<file path="src/rtl/opsel_alu_pkg.sv">
package opsel_alu_pkg;

  typedef enum logic [4:0] {
    OP_PASS = 5'b00000,
    OP_INC  = 5'b00001,
    OP_ADD  = 5'b00010,
    OP_SUB  = 5'b00101,
    OP_DEC  = 5'b00110,
    OP_AND  = 5'b01000,
    OP_OR   = 5'b01010,
    OP_XOR  = 5'b01100,
    OP_NOT  = 5'b01110,
    OP_SHR  = 5'b10000,
    OP_SHL  = 5'b11000
  } alu_op_e;

  typedef enum logic [2:0] {
    UNIT_ARITH,
    UNIT_LOGIC,
    UNIT_SHR,
    UNIT_SHL,
    UNIT_NONE
  } alu_unit_e;

  // Map an operation code onto the functional unit that serves it.
  function automatic alu_unit_e unit_of(input logic [4:0] code);
    alu_unit_e u;
    case (code)
      OP_PASS, OP_INC, OP_ADD, OP_SUB, OP_DEC: u = UNIT_ARITH;
      OP_AND, OP_OR, OP_XOR, OP_NOT:           u = UNIT_LOGIC;
      OP_SHR:                                  u = UNIT_SHR;
      OP_SHL:                                  u = UNIT_SHL;
      default:                                 u = UNIT_NONE;
    endcase
    return u;
  endfunction

endpackage

</file>
<file path="src/rtl/opsel_arith.sv">
// Single adder serving pass, increment, add, subtract and decrement.
// bsel picks the addend: 00 zero, 01 b, 10 ~b, 11 all ones.
module opsel_arith #(
  parameter int W = 8
) (
  input  logic [W-1:0] a,
  input  logic [W-1:0] b,
  input  logic [1:0]   bsel,
  input  logic         cin,
  output logic [W-1:0] sum,
  output logic         cout
);
  localparam int WE = W + 1;

  logic [W-1:0]  addend;
  logic [WE-1:0] total;

  always_comb begin
    case (bsel)
      2'b00:   addend = '0;
      2'b01:   addend = b;
      2'b10:   addend = ~b;
      default: addend = '1;
    endcase
    total = {1'b0, a} + {1'b0, addend} + {{W{1'b0}}, cin};
  end

  assign sum  = total[W-1:0];
  assign cout = total[WE-1];
endmodule

</file>
<file path="src/rtl/opsel_logic.sv">
// Bitwise unit; fsel: 00 AND, 01 OR, 10 XOR, 11 NOT a.
module opsel_logic #(
  parameter int W = 8
) (
  input  logic [W-1:0] a,
  input  logic [W-1:0] b,
  input  logic [1:0]   fsel,
  output logic [W-1:0] res
);
  for (genvar i = 0; i < W; i++) begin : g_bit
    always_comb begin
      case (fsel)
        2'b00:   res[i] = a[i] & b[i];
        2'b01:   res[i] = a[i] | b[i];
        2'b10:   res[i] = a[i] ^ b[i];
        default: res[i] = ~a[i];
      endcase
    end
  end
endmodule

</file>
<file path="src/rtl/opsel_shift.sv">
// One-position shift with zero fill; the outgoing bit leaves on cout.
module opsel_shift #(
  parameter int W    = 8,
  parameter bit LEFT = 1'b0
) (
  input  logic [W-1:0] a,
  output logic [W-1:0] res,
  output logic         cout
);
  if (LEFT) begin : g_left
    assign res  = {a[W-2:0], 1'b0};
    assign cout = a[W-1];
  end else begin : g_right
    assign res  = {1'b0, a[W-1:1]};
    assign cout = a[0];
  end
endmodule

</file>
<file path="src/rtl/opsel_alu.sv">
module opsel_alu
  import opsel_alu_pkg::*;
#(
  parameter int W = 8
) (
  input  logic [W-1:0] a,
  input  logic [W-1:0] b,
  input  logic [4:0]   op,
  output logic [W-1:0] y,
  output logic         cout
);
  logic [W-1:0] arith_y, logic_y, shr_y, shl_y;
  logic         arith_c, shr_c, shl_c;
  alu_unit_e    unit;

  assign unit = unit_of(op);

  opsel_arith #(.W(W)) u_arith (
    .a    (a),
    .b    (b),
    .bsel (op[2:1]),
    .cin  (op[0]),
    .sum  (arith_y),
    .cout (arith_c)
  );

  opsel_logic #(.W(W)) u_logic (
    .a    (a),
    .b    (b),
    .fsel (op[2:1]),
    .res  (logic_y)
  );

  opsel_shift #(.W(W), .LEFT(1'b0)) u_shr (
    .a    (a),
    .res  (shr_y),
    .cout (shr_c)
  );

  opsel_shift #(.W(W), .LEFT(1'b1)) u_shl (
    .a    (a),
    .res  (shl_y),
    .cout (shl_c)
  );

  always_comb begin
    case (unit)
      UNIT_ARITH: begin y = arith_y; cout = arith_c; end
      UNIT_LOGIC: begin y = logic_y; cout = 1'b0;    end
      UNIT_SHR:   begin y = shr_y;   cout = shr_c;   end
      UNIT_SHL:   begin y = shl_y;   cout = shl_c;   end
      default:    begin y = '0;      cout = 1'b0;    end
    endcase
  end
endmodule

</file>
<file path="config.mk">
export PLATFORM = sky130hd
export DESIGN_NAME = opsel_alu
export DESIGN_NICKNAME = d
export VERILOG_FILES = /design/src/rtl/opsel_alu_pkg.sv /design/src/rtl/opsel_arith.sv /design/src/rtl/opsel_logic.sv /design/src/rtl/opsel_shift.sv /design/src/rtl/opsel_alu.sv
export SDC_FILE = /design/constraint.sdc
export NUM_CORES = 1
export LEC_CHECK = 0
export ABC_AREA = 1
export BUFFER_PORTS_ARGS = -buffer_cell sky130_fd_sc_hd__buf_2
export CORE_MARGIN = 1
export CORE_UTILIZATION = 40
export DETAILED_ROUTE_END_ITERATION = 6
export MAX_ROUTING_LAYER = met4
export PLACE_DENSITY_LB_ADDON = 0.15
export RECOVER_POWER = 50
export SLEW_MARGIN = 20
export SYNTH_ARGS = -nofsm -noshare
export SYNTH_HDL_FRONTEND = slang
export SYNTH_SLANG_ARGS = --single-unit
</file>
<file path="constraint.sdc">
create_clock -name vclk -period 7.95
set_clock_uncertainty 0.05 [all_clocks]
set_input_delay 1.59 -clock vclk [all_inputs]
set_output_delay 1.59 -clock vclk [all_outputs]
set_load 0.02 [all_outputs]
</file>
# After elaboration in Yosys (flattened, before gate mapping)

Memory sizes are Yosys's and may differ from the RTL's.
Index checks and enable logic that the tools add are counted.

Flip-flop bits (word level): 0
Bits in latches: 0
RAM bits: 0
Bits in read-only memories: 96
Input bits: 21
Output and inout port bits: 9
Logic and storage cells: 54
Memories kept: 1

Add/sub/neg operators: 2
$mul: 0
Div/mod/pow operators: 0
$lt $le $gt $ge: 0
Equality and inequality tests: 5
Shift operators: 0
Muxes and demuxes: 11
Bitwise gates (word level): 33
Reduce and logical (&&, ||, !) cells: 2

Memories:

| memory           | words | width | rd ports | clocked after memory_dff | wr ports | line                | RTL |
|---|---|---|---|---|---|---|---|
| (name not given) | 32    | 3     | 1        | 0                        | 0        | opsel_alu_pkg.sv:28 | `case (code)` |

Operators with widths:

| kind                 | number |
|---|---|
| $pmux W8 S4          | 1 |
| $pmux W1 S3          | 9 |
| $pmux W8 S3          | 1 |
| $add A8 B8 Y9        | 1 |
| $add A9 B1 Y9        | 1 |
| $and A1 B1 Y1        | 8 |
| $not A1 Y1           | 8 |
| $not A8 Y8           | 1 |
| $or A1 B1 Y1         | 8 |
| $xor A1 B1 Y1        | 8 |
| $eq A3 B2 Y1 const B | 2 |
| $eq A3 B1 Y1 const B | 1 |
| $logic_not A3 Y1     | 1 |
| $eq A2 B1 Y1 const B | 1 |
| $eq A2 B2 Y1 const B | 1 |
| $logic_not A2 Y1     | 1 |

# Longest topological paths before layout

Word-level depth: 5
Mapped depth: 13
Depth with buffers taken out: 11

# By module

From an unflattened synthesis, not the netlist that was laid out.

Cell total of the unflattened synthesis: 268
Area, all modules: 1564.0 um^2

By module, submodules not included:

| module      | instances | cells an instance | area each (um^2) | sequential area each (um^2) |
|---|---|---|---|---|
| opsel_logic | 1         | 86                | 560.5            | 0.0 |
| opsel_arith | 1         | 77                | 461.7            | 0.0 |
| opsel_alu   | 1         | 85                | 399.1            | 0.0 |
| opsel_shift | 2         | 10                | 71.3             | 0.0 |

# Worst setup path before layout

No wires, ideal clock.

Path type: input-to-output
From: input op[1]
To: output y[6]
Arrival time: 3339 ps
Required time: 6310 ps
Path slack: 2971 ps
Cell stages on the path: 13
Path buffers: 2
Path through: buf_4 > buf_6 > nand2_1 > o21ai_0 > fa_1 > fa_1 > nand2_1 > nand2_1 > nand3_1 > nand2_1 > nand2_1 > nand3_1 > nand2_1

Word-level cells in the longest chain between the ends: 5

RTL lines:

| element                              | line                                 | RTL |
|---|---|---|
| start, declared                      | opsel_alu.sv:8                       | `input logic [4:0] op,` |
| $eq A2 B2 Y1 (tied with other cells) | opsel_arith.sv:19, opsel_logic.sv:12 |  |
| $pmux W8 S3                          | opsel_arith.sv:19                    | `case (bsel)` |
| $add A8 B8 Y9                        | opsel_arith.sv:25                    | `total = {1'b0, a} + {1'b0, addend} + {{W{1'b0}}, cin};` |
| $add A9 B1 Y9                        | opsel_arith.sv:25                    |  |
| $pmux W8 S4 (*)                      | opsel_alu.sv:47                      | `case (unit)` |
| end, declared                        | opsel_alu.sv:9                       | `output logic [W-1:0] y,` |

Every way passes the cells marked *; elsewhere a longest branch is shown, timed or not.

# Final worst setup path

From: input op[1]
To: output y[2]

The elaborated chain is that of the path after synthesis.

==> flow_summary.toml <==
[layout]
nNetsFinal = 277
nFlopsAndLatches = 0
fillers = 313
drive_above_1_share = 0.154
nClkBuffers = 0
antenna_cells = 0
multiInputGateArea_mm2 = 0.00102
syn_to_final_growth_pct = 11.1
regArea_um2 = 0

[synth]
yosysUniqueCellTypes = 20
synth_fp_nets = 249
synth_top_area_frac = 0.262
yosysSeqAreaShare = 0
synth_xor_area_frac = 0
synth_compound_area_frac = 0.236
synthAdderAreaFrac = 0.296
yosysWarnings = 0
syn_area_mm2 = 0.00119
synth.area.top_cells = "ha_1, nand2_1, inv_1, nand3_1, o21ai_0"
synthSimpleGateAreaFrac = 0.336
synth_top_family_by_area = "simple AND/OR/NAND/NOR gates"
avgSynthCellArea_um2 = 5.94
synthMuxAreaShare = 0
netlist_instances = 201
synth_area_leader_cell = "ha_1"

[placement]
dp_hpwl_um = 2490
gp_congestion = 0.932
portBuffers = 30

[routing]
ant_nets = 0
drtIter0Drc = 66
drc = 0
wirelength_um = 3170
vias_per_cell = 5.35
dr.pass1.iters = 4
vias = 1381
wire_per_inst_um = 12.3

[pwr]
power_frac_comb = 1.000
power.density_mw_per_mm2 = 60.0
pwr-share-seq = 0
swShare = 0.637
p_leak_nw = 0.768
clkPwrFrac = 0
power_switching_w = 0.0000507
cell_internal_pwr_w = 0.0000289
ir_drop_v = 0.0000305

[clock_network]
post_cts_buffers = 0
cts-resized-gates = 0
cts_hold_buf = 0

[grt]
grt_pass1_wl_um = 5310
grt_usage = 0.208
grt_antenna_before_repair = 0
overflow = 0
grt_start_max_net_pins = 21
grt_pass1_vias = 1173

[setup_path]
path_max_fanout = 20
max_stage_delay_ns = 0.69
critPathArrivalTime_ns = 4.08
slowest_stage = "clkbuf_1"
end_kind = "output pin"
start_kind = "input pin"
crit_family = "buffers and inverters"
crit_top_cell = "nand3_1"
cp.required_ns = 6.31
path_cells = "clkbuf_1 -> inv_1 -> ha_1 -> o21ai_1 -> a21oi_1 -> nand3_1 -> nand3_1 -> buf_2"
path_buf_inv = 3
critPathKind = "input pin to output pin"

[sta]
setup_tns_ns = 0
final_max_slew_viol_count = 0
post-route-period-util = 0.719
fin_crit_ns = 5.72
timing.hold.ws_ns = 3.58
relSlewSlack = 0.366
fmax_ghz = 0.175
worst_pin_slew_ns = 0.950
finalHoldViolations = 0
rsz0062_at_grt = "false"
setup_viol_count_final = 0

[floorplanning]
rows = 19
die_y_um = 56.6
core-area_mm2 = 0.00278
ios = 30
die_area_mm2 = 0.00321
floorplan.initialDensity = 0.429
die_w_um = 56.6

[flow_run]
maxCapViolCount = 0

[min_path]
worstHoldPathType = "input pin to output pin"

[status]
status = "complete, no violations"
-- power groups by stage --
| stage | Clock, W | Combinational [W] | Sequential (W) |
|---|---|---|---|
| 2_1_floorplan | 0 | 0.0000562 | 0 |
| 3_3_place_gp | 0 | 0.0000805 | 0 |
| 3_5_place_dp | 0 | 0.0000804 | 0 |
| 4_1_cts | 0 | 0.0000807 | 0 |
| 5_1_grt | 0 | 0.0000910 | 0 |
| 6_report | 0 | 0.0000796 | 0 |
-- Yosys cell counts --
cell type  count
a22oi_1        5
buf_6          3
fa_1           2
inv_2          2
nand3b_1       2
nand4_1        1
nor2_4         2
a21oi_4        1
buf_4          1
nand3_1       20
o21ai_0       17
o21ai_1        4
inv_1         29
or2_2          2
nor2_1         8
o211ai_1       7
nand2_1       54
nand2_2        2
a21oi_1       14
ha_1          25
-- worst paths after layout --
path,startpoint,to,cells after the start
worst min-delay path,a[3],y[4],4
worst max-delay path,op[1],y[2],8
-- tightest hold or removal path, delay by kind of cell --
kind | cells | cell delay, ns
buffers and inverters | 2 | 0.30
AOI/OAI and AO/OA | 1 | 0.08
and+or+nand+nor | 1 | 0.07
-- metal layers --
metal  routed length (µm)  global-route usage  part of all wire
met1                 1550               0.309              0.49
met2                 1420               0.333              0.45
met3                  175             0.00230             0.055
met4                   18              0.0105            0.0057
met5                    0                   -                 0
-- cells in the final DEF, fill, tap and decap left out, drive strengths merged --
master,Yosys,final
a21oi,15,15
a22oi,5,5
buf,4,27
clkbuf,0,3
fa,2,2
ha,25,25
inv,31,31
nand2,56,56
nand3,20,20
nand3b,2,2
nand4,1,1
nor2,10,10
o211ai,7,7
o21ai,21,21
or2,2,2
-- through the flow --
| stage | setup WS, ns | util | total power, W | area [µm²] | instances |
|---|---|---|---|---|---|
| 6_report | 2.23 | 0.477 | 0.0000796 | 1330 | 258 |
| 5_1_grt | 1.96 | 0.477 | 0.0000910 | 1330 | 258 |
| 3_3_place_gp | 2.68 | 0.482 | 0.0000805 | 1340 | 258 |
| 3_5_place_dp | 2.63 | 0.482 | 0.0000804 | 1340 | 258 |
| 4_1_cts | 2.62 | 0.482 | 0.0000807 | 1340 | 258 |
| 2_1_floorplan | 2.97 | - | 0.0000562 | 1190 | 201 |
-- cell families after synthesis --
| kind of cell | Yosys count |
|---|---|
| compound gates | 48 |
| simple gates | 91 |
| buf+inv | 35 |
| fa+ha+maj | 27 |
-- final cells by class --
class,count,share of cell area
well taps,31,0.0292
inverters,31,0.0877
multi-input cells,166,0.773
repair buffers,30,0.110
Power figures use the tool's default switching activity.
